**config.mk**
```make
export PLATFORM = sky130hd
export DESIGN_NAME = pic_core
export DESIGN_NICKNAME = d
export VERILOG_FILES = /design/src/rtl/pic_pkg.sv /design/src/rtl/pic_gateway.sv /design/src/rtl/pic_select.sv /design/src/rtl/pic_core.sv
export SDC_FILE = /design/constraint.sdc
export NUM_CORES = 1
export LEC_CHECK = 0
export BUFFER_PORTS_ARGS = -buffer_cell sky130_fd_sc_hd__clkbuf_2
export CAP_MARGIN = 30
export CELL_PAD_IN_SITES_DETAIL_PLACEMENT = 1
export CELL_PAD_IN_SITES_GLOBAL_PLACEMENT = 1
export CORE_MARGIN = 4
export CORE_UTILIZATION = 48
export CTS_CLUSTER_SIZE = 14
export DETAILED_ROUTE_END_ITERATION = 6
export PLACE_DENSITY_LB_ADDON = 0.1
export SYNTH_ARGS = -nofsm -noshare
export SYNTH_HDL_FRONTEND = slang
export SYNTH_SLANG_ARGS = --single-unit
```
**constraint.sdc**
```tcl
create_clock -name clk -period 53.8 [get_ports clk]
set_input_delay 5.38 -clock clk [delete_from_list [all_inputs] [get_ports clk]]
set_output_delay 5.38 -clock clk [all_outputs]
set_load 0.1 [all_outputs]
```
**src/rtl/pic_pkg.sv**
```systemverilog
package pic_pkg;
  localparam int unsigned ENA_BASE   = 32'h0000_2000;
  localparam int unsigned ENA_STRIDE = 32'h0000_0080;
  localparam int unsigned CTL_BASE   = 32'h0020_0000;
  localparam int unsigned CTL_STRIDE = 32'h0000_1000;
  localparam logic [11:0] THR_OFF    = 12'h000;
  localparam logic [11:0] CLAIM_OFF  = 12'h004;
endpackage

```
**src/rtl/pic_gateway.sv**
```systemverilog
module pic_gateway #(
  parameter bit EDGE = 1'b0
) (
  input  logic clk,
  input  logic rst,
  input  logic src_i,
  input  logic claim_i,
  input  logic done_i,
  output logic pend_o
);
  logic prev_q, busy_q, pend_q, req;

  generate
    if (EDGE) begin : g_edge
      assign req = src_i & ~prev_q;
    end else begin : g_level
      assign req = src_i;
    end
  endgenerate

  always_ff @(posedge clk) begin
    if (rst) begin
      prev_q <= 1'b0;
      busy_q <= 1'b0;
      pend_q <= 1'b0;
    end else begin
      prev_q <= src_i;
      if (claim_i) begin
        pend_q <= 1'b0;
        busy_q <= 1'b1;
      end else begin
        if (done_i) busy_q <= 1'b0;
        if (req && !busy_q && !pend_q) pend_q <= 1'b1;
      end
    end
  end

  assign pend_o = pend_q;

  AST_NO_PEND_WHILE_BUSY: assert property (@(posedge clk) disable iff (rst) !(pend_q && busy_q)) else $error("pending while busy");
  AST_CLAIM_ONLY_PENDING: assert property (@(posedge clk) disable iff (rst) claim_i |-> pend_q) else $error("claim of idle source");
  AST_REARM_ON_DONE: assert property (@(posedge clk) disable iff (rst) $fell(busy_q) |-> $past(done_i)) else $error("released without completion");
endmodule

```
**src/rtl/pic_select.sv**
```systemverilog
module pic_select #(
  parameter int NSRC = 31,
  parameter int PW   = 3,
  parameter int ID_W = $clog2(NSRC + 1)
) (
  input  logic                    clk,
  input  logic                    rst,
  input  logic [NSRC:0]           pend,
  input  logic [NSRC:0]           en,
  input  logic [NSRC:0][PW-1:0]   prio,
  input  logic [PW-1:0]           thr,
  output logic [ID_W-1:0]         best_id,
  output logic                    irq_q
);
  logic [PW-1:0] best_p;
  logic          any;

  // Scan from the top ID down; ">=" lets a lower ID take over on a tie.
  always_comb begin
    best_id = '0;
    best_p  = '0;
    any     = 1'b0;
    for (int i = NSRC; i >= 0; i--) begin
      if (pend[i] && en[i] && (prio[i] > thr) && (!any || prio[i] >= best_p)) begin
        best_id = ID_W'(i);
        best_p  = prio[i];
        any     = 1'b1;
      end
    end
  end

  always_ff @(posedge clk) begin
    if (rst) irq_q <= 1'b0;
    else     irq_q <= any;
  end

  AST_THR_MAX_MASK: assert property (@(posedge clk) disable iff (rst) (thr == {PW{1'b1}}) |=> !irq_q) else $error("masked context interrupted");
endmodule

```
**src/rtl/pic_core.sv**
```systemverilog
module pic_core
  import pic_pkg::*;
#(
  parameter int NSRC    = 31,
  parameter int NCTX    = 2,
  parameter int PW      = 3,
  parameter int ADDR_W  = 26,
  parameter int EDGE_LO = 8,
  parameter int EDGE_HI = 15
) (
  input  logic              clk,
  input  logic              rst,
  input  logic              bus_wr,
  input  logic              bus_rd,
  input  logic [ADDR_W-1:0] bus_addr,
  input  logic [31:0]       bus_wdata,
  output logic [31:0]       bus_rdata,
  input  logic [NSRC-1:0]   src_in,
  output logic [NCTX-1:0]   irq_o
);
  localparam int ID_W  = $clog2(NSRC + 1);
  localparam int CTX_W = (NCTX > 1) ? $clog2(NCTX) : 1;
  localparam logic [ADDR_W-1:0] ENA_LO = ADDR_W'(ENA_BASE);
  localparam logic [ADDR_W-1:0] ENA_HI = ADDR_W'(ENA_BASE + NCTX * ENA_STRIDE);
  localparam logic [ADDR_W-1:0] CTL_LO = ADDR_W'(CTL_BASE);
  localparam logic [ADDR_W-1:0] CTL_HI = ADDR_W'(CTL_BASE + NCTX * CTL_STRIDE);

  logic [NSRC:0][PW-1:0] prio_q;
  logic [NCTX-1:0][NSRC:0] en_q;
  logic [NCTX-1:0][PW-1:0] thr_q;
  logic [31:0] rdata_q, rd_val;

  logic [NSRC:0] pend_w, claim_vec, done_vec;
  logic [ID_W-1:0] best_id [NCTX];

  // Address decode
  logic aligned, hit_prio, hit_en, hit_ctl;
  logic [9:0] p_id;
  logic [4:0] e_word;
  logic [CTX_W-1:0] e_ctx, c_ctx;
  logic [11:0] c_reg;

  assign aligned  = (bus_addr[1:0] == 2'b00);
  assign hit_prio = aligned && (bus_addr < ADDR_W'(32'h1000));
  assign hit_en   = aligned && (bus_addr >= ENA_LO) && (bus_addr < ENA_HI);
  assign hit_ctl  = aligned && (bus_addr >= CTL_LO) && (bus_addr < CTL_HI);
  assign p_id     = bus_addr[11:2];
  assign e_word   = 5'((bus_addr - ENA_LO) >> 2);
  assign e_ctx    = CTX_W'((bus_addr - ENA_LO) >> 7);
  assign c_ctx    = CTX_W'((bus_addr - CTL_LO) >> 12);
  assign c_reg    = bus_addr[11:0];

  logic claim_fire, done_fire, thr_sel;
  logic [ID_W-1:0] claim_id;
  assign thr_sel    = hit_ctl && (c_reg == THR_OFF);
  assign claim_fire = bus_rd && hit_ctl && (c_reg == CLAIM_OFF);
  assign done_fire  = bus_wr && hit_ctl && (c_reg == CLAIM_OFF);
  assign claim_id   = best_id[c_ctx];

  always_comb begin
    claim_vec = '0;
    done_vec  = '0;
    for (int i = 1; i <= NSRC; i++) begin
      claim_vec[i] = claim_fire && (claim_id == ID_W'(i));
      done_vec[i]  = done_fire && (bus_wdata == 32'(i)) && en_q[c_ctx][i];
    end
  end

  // Gateways, one per real source
  assign pend_w[0] = 1'b0;
  generate
    for (genvar g = 1; g <= NSRC; g++) begin : g_gw
      pic_gateway #(.EDGE((g >= EDGE_LO) && (g <= EDGE_HI))) u_gw (
        .clk     (clk),
        .rst     (rst),
        .src_i   (src_in[g-1]),
        .claim_i (claim_vec[g]),
        .done_i  (done_vec[g]),
        .pend_o  (pend_w[g])
      );
    end
  endgenerate

  // Per-context selection and registered interrupt
  generate
    for (genvar c = 0; c < NCTX; c++) begin : g_ctx
      pic_select #(.NSRC(NSRC), .PW(PW), .ID_W(ID_W)) u_sel (
        .clk     (clk),
        .rst     (rst),
        .pend    (pend_w),
        .en      (en_q[c]),
        .prio    (prio_q),
        .thr     (thr_q[c]),
        .best_id (best_id[c]),
        .irq_q   (irq_o[c])
      );
    end
  endgenerate

  // Read mux
  always_comb begin
    rd_val = '0;
    if (hit_prio) begin
      for (int i = 1; i <= NSRC; i++)
        if (p_id == 10'(i)) rd_val[PW-1:0] = prio_q[i];
    end else if (hit_en) begin
      for (int s = 1; s <= NSRC; s++)
        if (s / 32 == int'(e_word)) rd_val[s % 32] = en_q[e_ctx][s];
    end else if (thr_sel) begin
      rd_val[PW-1:0] = thr_q[c_ctx];
    end else if (claim_fire) begin
      rd_val[ID_W-1:0] = claim_id;
    end
  end

  // Configuration registers and read data
  always_ff @(posedge clk) begin
    if (rst) begin
      prio_q  <= '0;
      en_q    <= '0;
      thr_q   <= '0;
      rdata_q <= '0;
    end else begin
      if (bus_rd) rdata_q <= rd_val;
      if (bus_wr) begin
        if (hit_prio) begin
          for (int i = 1; i <= NSRC; i++)
            if (p_id == 10'(i)) prio_q[i] <= bus_wdata[PW-1:0];
        end
        if (hit_en) begin
          for (int s = 1; s <= NSRC; s++)
            if (s / 32 == int'(e_word)) en_q[e_ctx][s] <= bus_wdata[s % 32];
        end
        if (thr_sel) thr_q[c_ctx] <= bus_wdata[PW-1:0];
      end
    end
  end

  assign bus_rdata = rdata_q;

  AST_CLAIM_CLEARS: assert property (@(posedge clk) disable iff (rst) (claim_fire && claim_id != '0) |=> !pend_w[$past(claim_id)]) else $error("claimed source still pending");
  AST_NO_DUAL_STROBE: assert property (@(posedge clk) disable iff (rst) !(bus_rd && bus_wr)) else $error("read and write together");
endmodule

```
==> parameters.txt <==
Parameter                              Value

Run status
  Outcome    finished clean

Synthesis
  Combinational family with the most area after synthesis    compound AO/OA/AOI/OAI gates
  Number of instances in the synthesized netlist    3294
  Synthesized Nets    3707
  Post-Synthesis Cell Area    25400 um2
  Fraction of registers with async set/reset    0
  Sequential fraction of the synthesis area    0.209
  Share of the synthesized area in compound gates (AO/OA/AOI/OAI)    0.293
  Xor and xnor area share after synthesis    0
  Area share of fa/ha/maj cells after synthesis    0.161
  Ys Warns    0
  Average instance area after synthesis    7.70 um2
  Unique cell type count in the Yosys netlist    121
  EDFF count, synth    0
  Share of synthesized area spent on multiplexers    0.0568
  Most frequently used flop master after synthesis    sky130_fd_sc_hd__dfxtp_1
  Area fraction in and, or, nand and nor cells after synthesis    0.234
  Synth Register Bits    265

Timing
  Final setup viols    0
  Worst-margin pin slew    1160 ps
  Hold Fails Final Rpt    0
  Max-slew violation count    0
  Final sum of negative setup slack    0 ps
  Unrepaired setup endpoints after global routing    no
  Fmax    19.7 MHz
  Fin worst setup slack    2980 ps
  Share of the cycle needed by the critical path after routing    0.945
  Minimum clock period    50820 ps
  Headroom to the max-slew limit    0.223
  Clock Skews    15.5 ps

Worst setup path
  Register-to-Register Path Depth    216
  Crit path capture type    flip-flop
  Startpoint types    flip-flop
  Delay contributed by the slowest stage of the critical path    750 ps
  Kind of critical path    flip-flop to flip-flop
  Reg-to-reg critical path endpoint    g_gw[24].u_gw.pend_o
  Worst reg-to-reg setup slack    2980 ps
  Required time reported for the critical path endpoint    54220 ps
  Largest fanout of any net on the critical path    12
  Most numerous cell on the critical path    sky130_fd_sc_hd__ha_1
  FF-to-FF Start    prio_q[94]
  Crit-path slowest cell    sky130_fd_sc_hd__o31ai_1
  Endpoint arrival time on the critical path    51230 ps

Detailed routing
  Drt total wl    112000 um
  Average via count per standard cell    6.78
  Number of DRC violations after detailed routing    0
  First drt pass iteration count    6
  Post-detailed-route wirelength per cell    27.6 um
  DR iter-0 viols    2567
  Routed via count    27500
  Detail Route Antenna Nets    0

Floorplanning
  Starting density of the core    0.490
  Standard cell core area    51800 um2
  Die span in y    238 um
  Total I/O pin count    127
  Die X-Extent    238 um
  Row cnt    83
  Die area    56600 um2

Global route
  Largest net degree at the start of global routing    102
  Antenna violations before repair    8
  Via count of the first global-routing pass    27600
  Overflow left after global routing    0
  Global-route total usage across every layer    0.376
  First-pass GRT wire length    168000 um

Placement
  Placer Congestion    1.02
  Place WS    4260 ps
  Input/output buffers    126
  HPWL after DPL    87000 um
  Instance count after placement with tap cells included    3997

Clock tree
  Number of H-tree levels    1
  Number of gates resized after CTS    0
  Buffers inserted during post-CTS setup optimization    0
  Clock latency reported for the late side of the worst-skew pair    580 ps
  CTS hold repair buffers    0
  Clock tree from TritonCTS    yes
  Max Root-Sink Buffers    3
  Root buf cell    sky130_fd_sc_hd__clkbuf_16
  Post-CTS clock slew at the launch and capture registers of the worst setup and hold paths    70 ps
  Clock sink count    265
  Inserted Clock Buffers    28

Finish
  Ratio of cells with drive above 1 in the final layout    0.106
  Final Net Count    3761
  Final cell count without fillers    4052
  Synthesis-to-layout area growth    8.82%
  Final-layout fill cell count    6483

Pwr
  Cell Pwr Density    15.6 nW/um2
  Leakage Power    10.6 nW
  Worst IR Drop VDD    0.0257 mV

Min path
  Capture endpoint of the worst hold path    prio_q[3]
  Number of cells traversed by the worst hold path    2
  Hold Crit Class    flip-flop to flip-flop
  Launch point of the worst hold path    prio_q[3]

Run
  Maximum Capacitance Violations    0
## synth_stat cells (all sizes together) (32+ instances only)
cell type,number,share of area
clkbuf,118,0.017
dfxtp,265,0.21
ha,320,0.16
o211ai,32,0.0097
a21o,64,0.019
a31oi,36,0.0091
and2,35,0.0086
a21oi,326,0.066
mux2i,99,0.039
nand3,157,0.031
nor3,48,0.010
nand2,384,0.057
a211oi,38,0.013
o21ai,188,0.037
o21a,55,0.016
nor2,225,0.034
nor2b,101,0.025
mux2,34,0.015
inv,164,0.024
o311ai,40,0.014
nand2b,83,0.020
## routing by layer
layer	wire length, um	GRT usage
met2	50000	0.607
met3	9980	0.0676
met4	3890	0.123
met5	44	0
met1	47900	0.509
## critical path: cells and delay by family (launching register included)
kind            cells  cell delay [ps]
mux                10             4020
buf+inv             6              760
flops               1              500
simple gates       71            12810
fa+ha+maj          34             9290
compound gates     95            23230
## worst max-delay path by stage
| stage | from | to | slack (ps) | depth (start not counted) |
|---|---|---|---|---|
| 2_1_floorplan | thr_q[1] | g_gw[16].u_gw.busy_q | 10940 | 217 |
| 3_3_place_gp | prio_q[94] | g_gw[24].u_gw.pend_o | 5180 | 216 |
| 3_5_place_dp | prio_q[94] | g_gw[9].u_gw.pend_o | 4260 | 215 |
| 4_1_cts | prio_q[94] | g_gw[24].u_gw.pend_o | 3980 | 215 |
| 5_1_grt | prio_q[94] | g_gw[24].u_gw.pend_o | 110 | 220 |
| 6_report | prio_q[94] | g_gw[24].u_gw.pend_o | 2980 | 216 |
## placed cells by master, fill, tap and decap left out, types with 101 or more instances in the layout
cell                       synthesis  final
sky130_fd_sc_hd__a21oi_1         318    318
sky130_fd_sc_hd__clkbuf_2          0    125
sky130_fd_sc_hd__dfxtp_1         265    265
sky130_fd_sc_hd__ha_1            320    320
sky130_fd_sc_hd__inv_1           164    164
sky130_fd_sc_hd__nand2_1         381    381
sky130_fd_sc_hd__nand3_1         157    157
sky130_fd_sc_hd__nor2_1          222    220
sky130_fd_sc_hd__nor2b_1         101    101
sky130_fd_sc_hd__o21ai_0         157    157
## power by group
group / total, mW / internal (mW) / leakage (nW) / switching, mW
logic: 0.0250 / 0.00749 / 7.98 / 0.0175
registers: 0.202 / 0.198 / 2.15 / 0.00391
clock network: 0.204 / 0.117 / 0.469 / 0.0872
## cell type report
cell class	instances	area, um2	area share
Multi-Input combinational cell	2727	18900	0.685
Sequential cell	265	5310	0.192
Timing Repair Buffer	162	957	0.0347
Clock buffer	43	878	0.0318
Tap cell	680	851	0.0308
Inverter	164	616	0.0223
Clock inverter	8	77.6	0.00281
Antenna cell	3	7.51	0.000272
## metrics by stage
step            util  power (mW)  hold slack (ps)  instance area [um2]
2_1_floorplan      -       0.217              447                25400
3_3_place_gp   0.513       0.229              465                26600
3_5_place_dp   0.514       0.230              475                26600
4_1_cts        0.532       0.431              485                27600
5_1_grt        0.533       0.441              517                27600
6_report       0.533       0.431              488                27600
## registers in the layout, summed over array words and instances (netlist names)
| register | count |
|---|---|
| prio_q | 93 |
| g_gw.u_gw.busy_q | 31 |
| en_q | 62 |
| g_ctx.u_sel.irq_q | 2 |
| thr_q | 6 |
| bus_rdata | 32 |
| g_gw.u_gw.pend_o | 31 |
| g_gw.u_gw.prev_q | 8 |
## cells by family after synthesis
logic type,Yosys count
fa+ha+maj,327
simple gates,1194
mux,136
compound gates,1070
buf+inv,302
flops,265
Note: power is estimated with default switching activity, not from simulation.
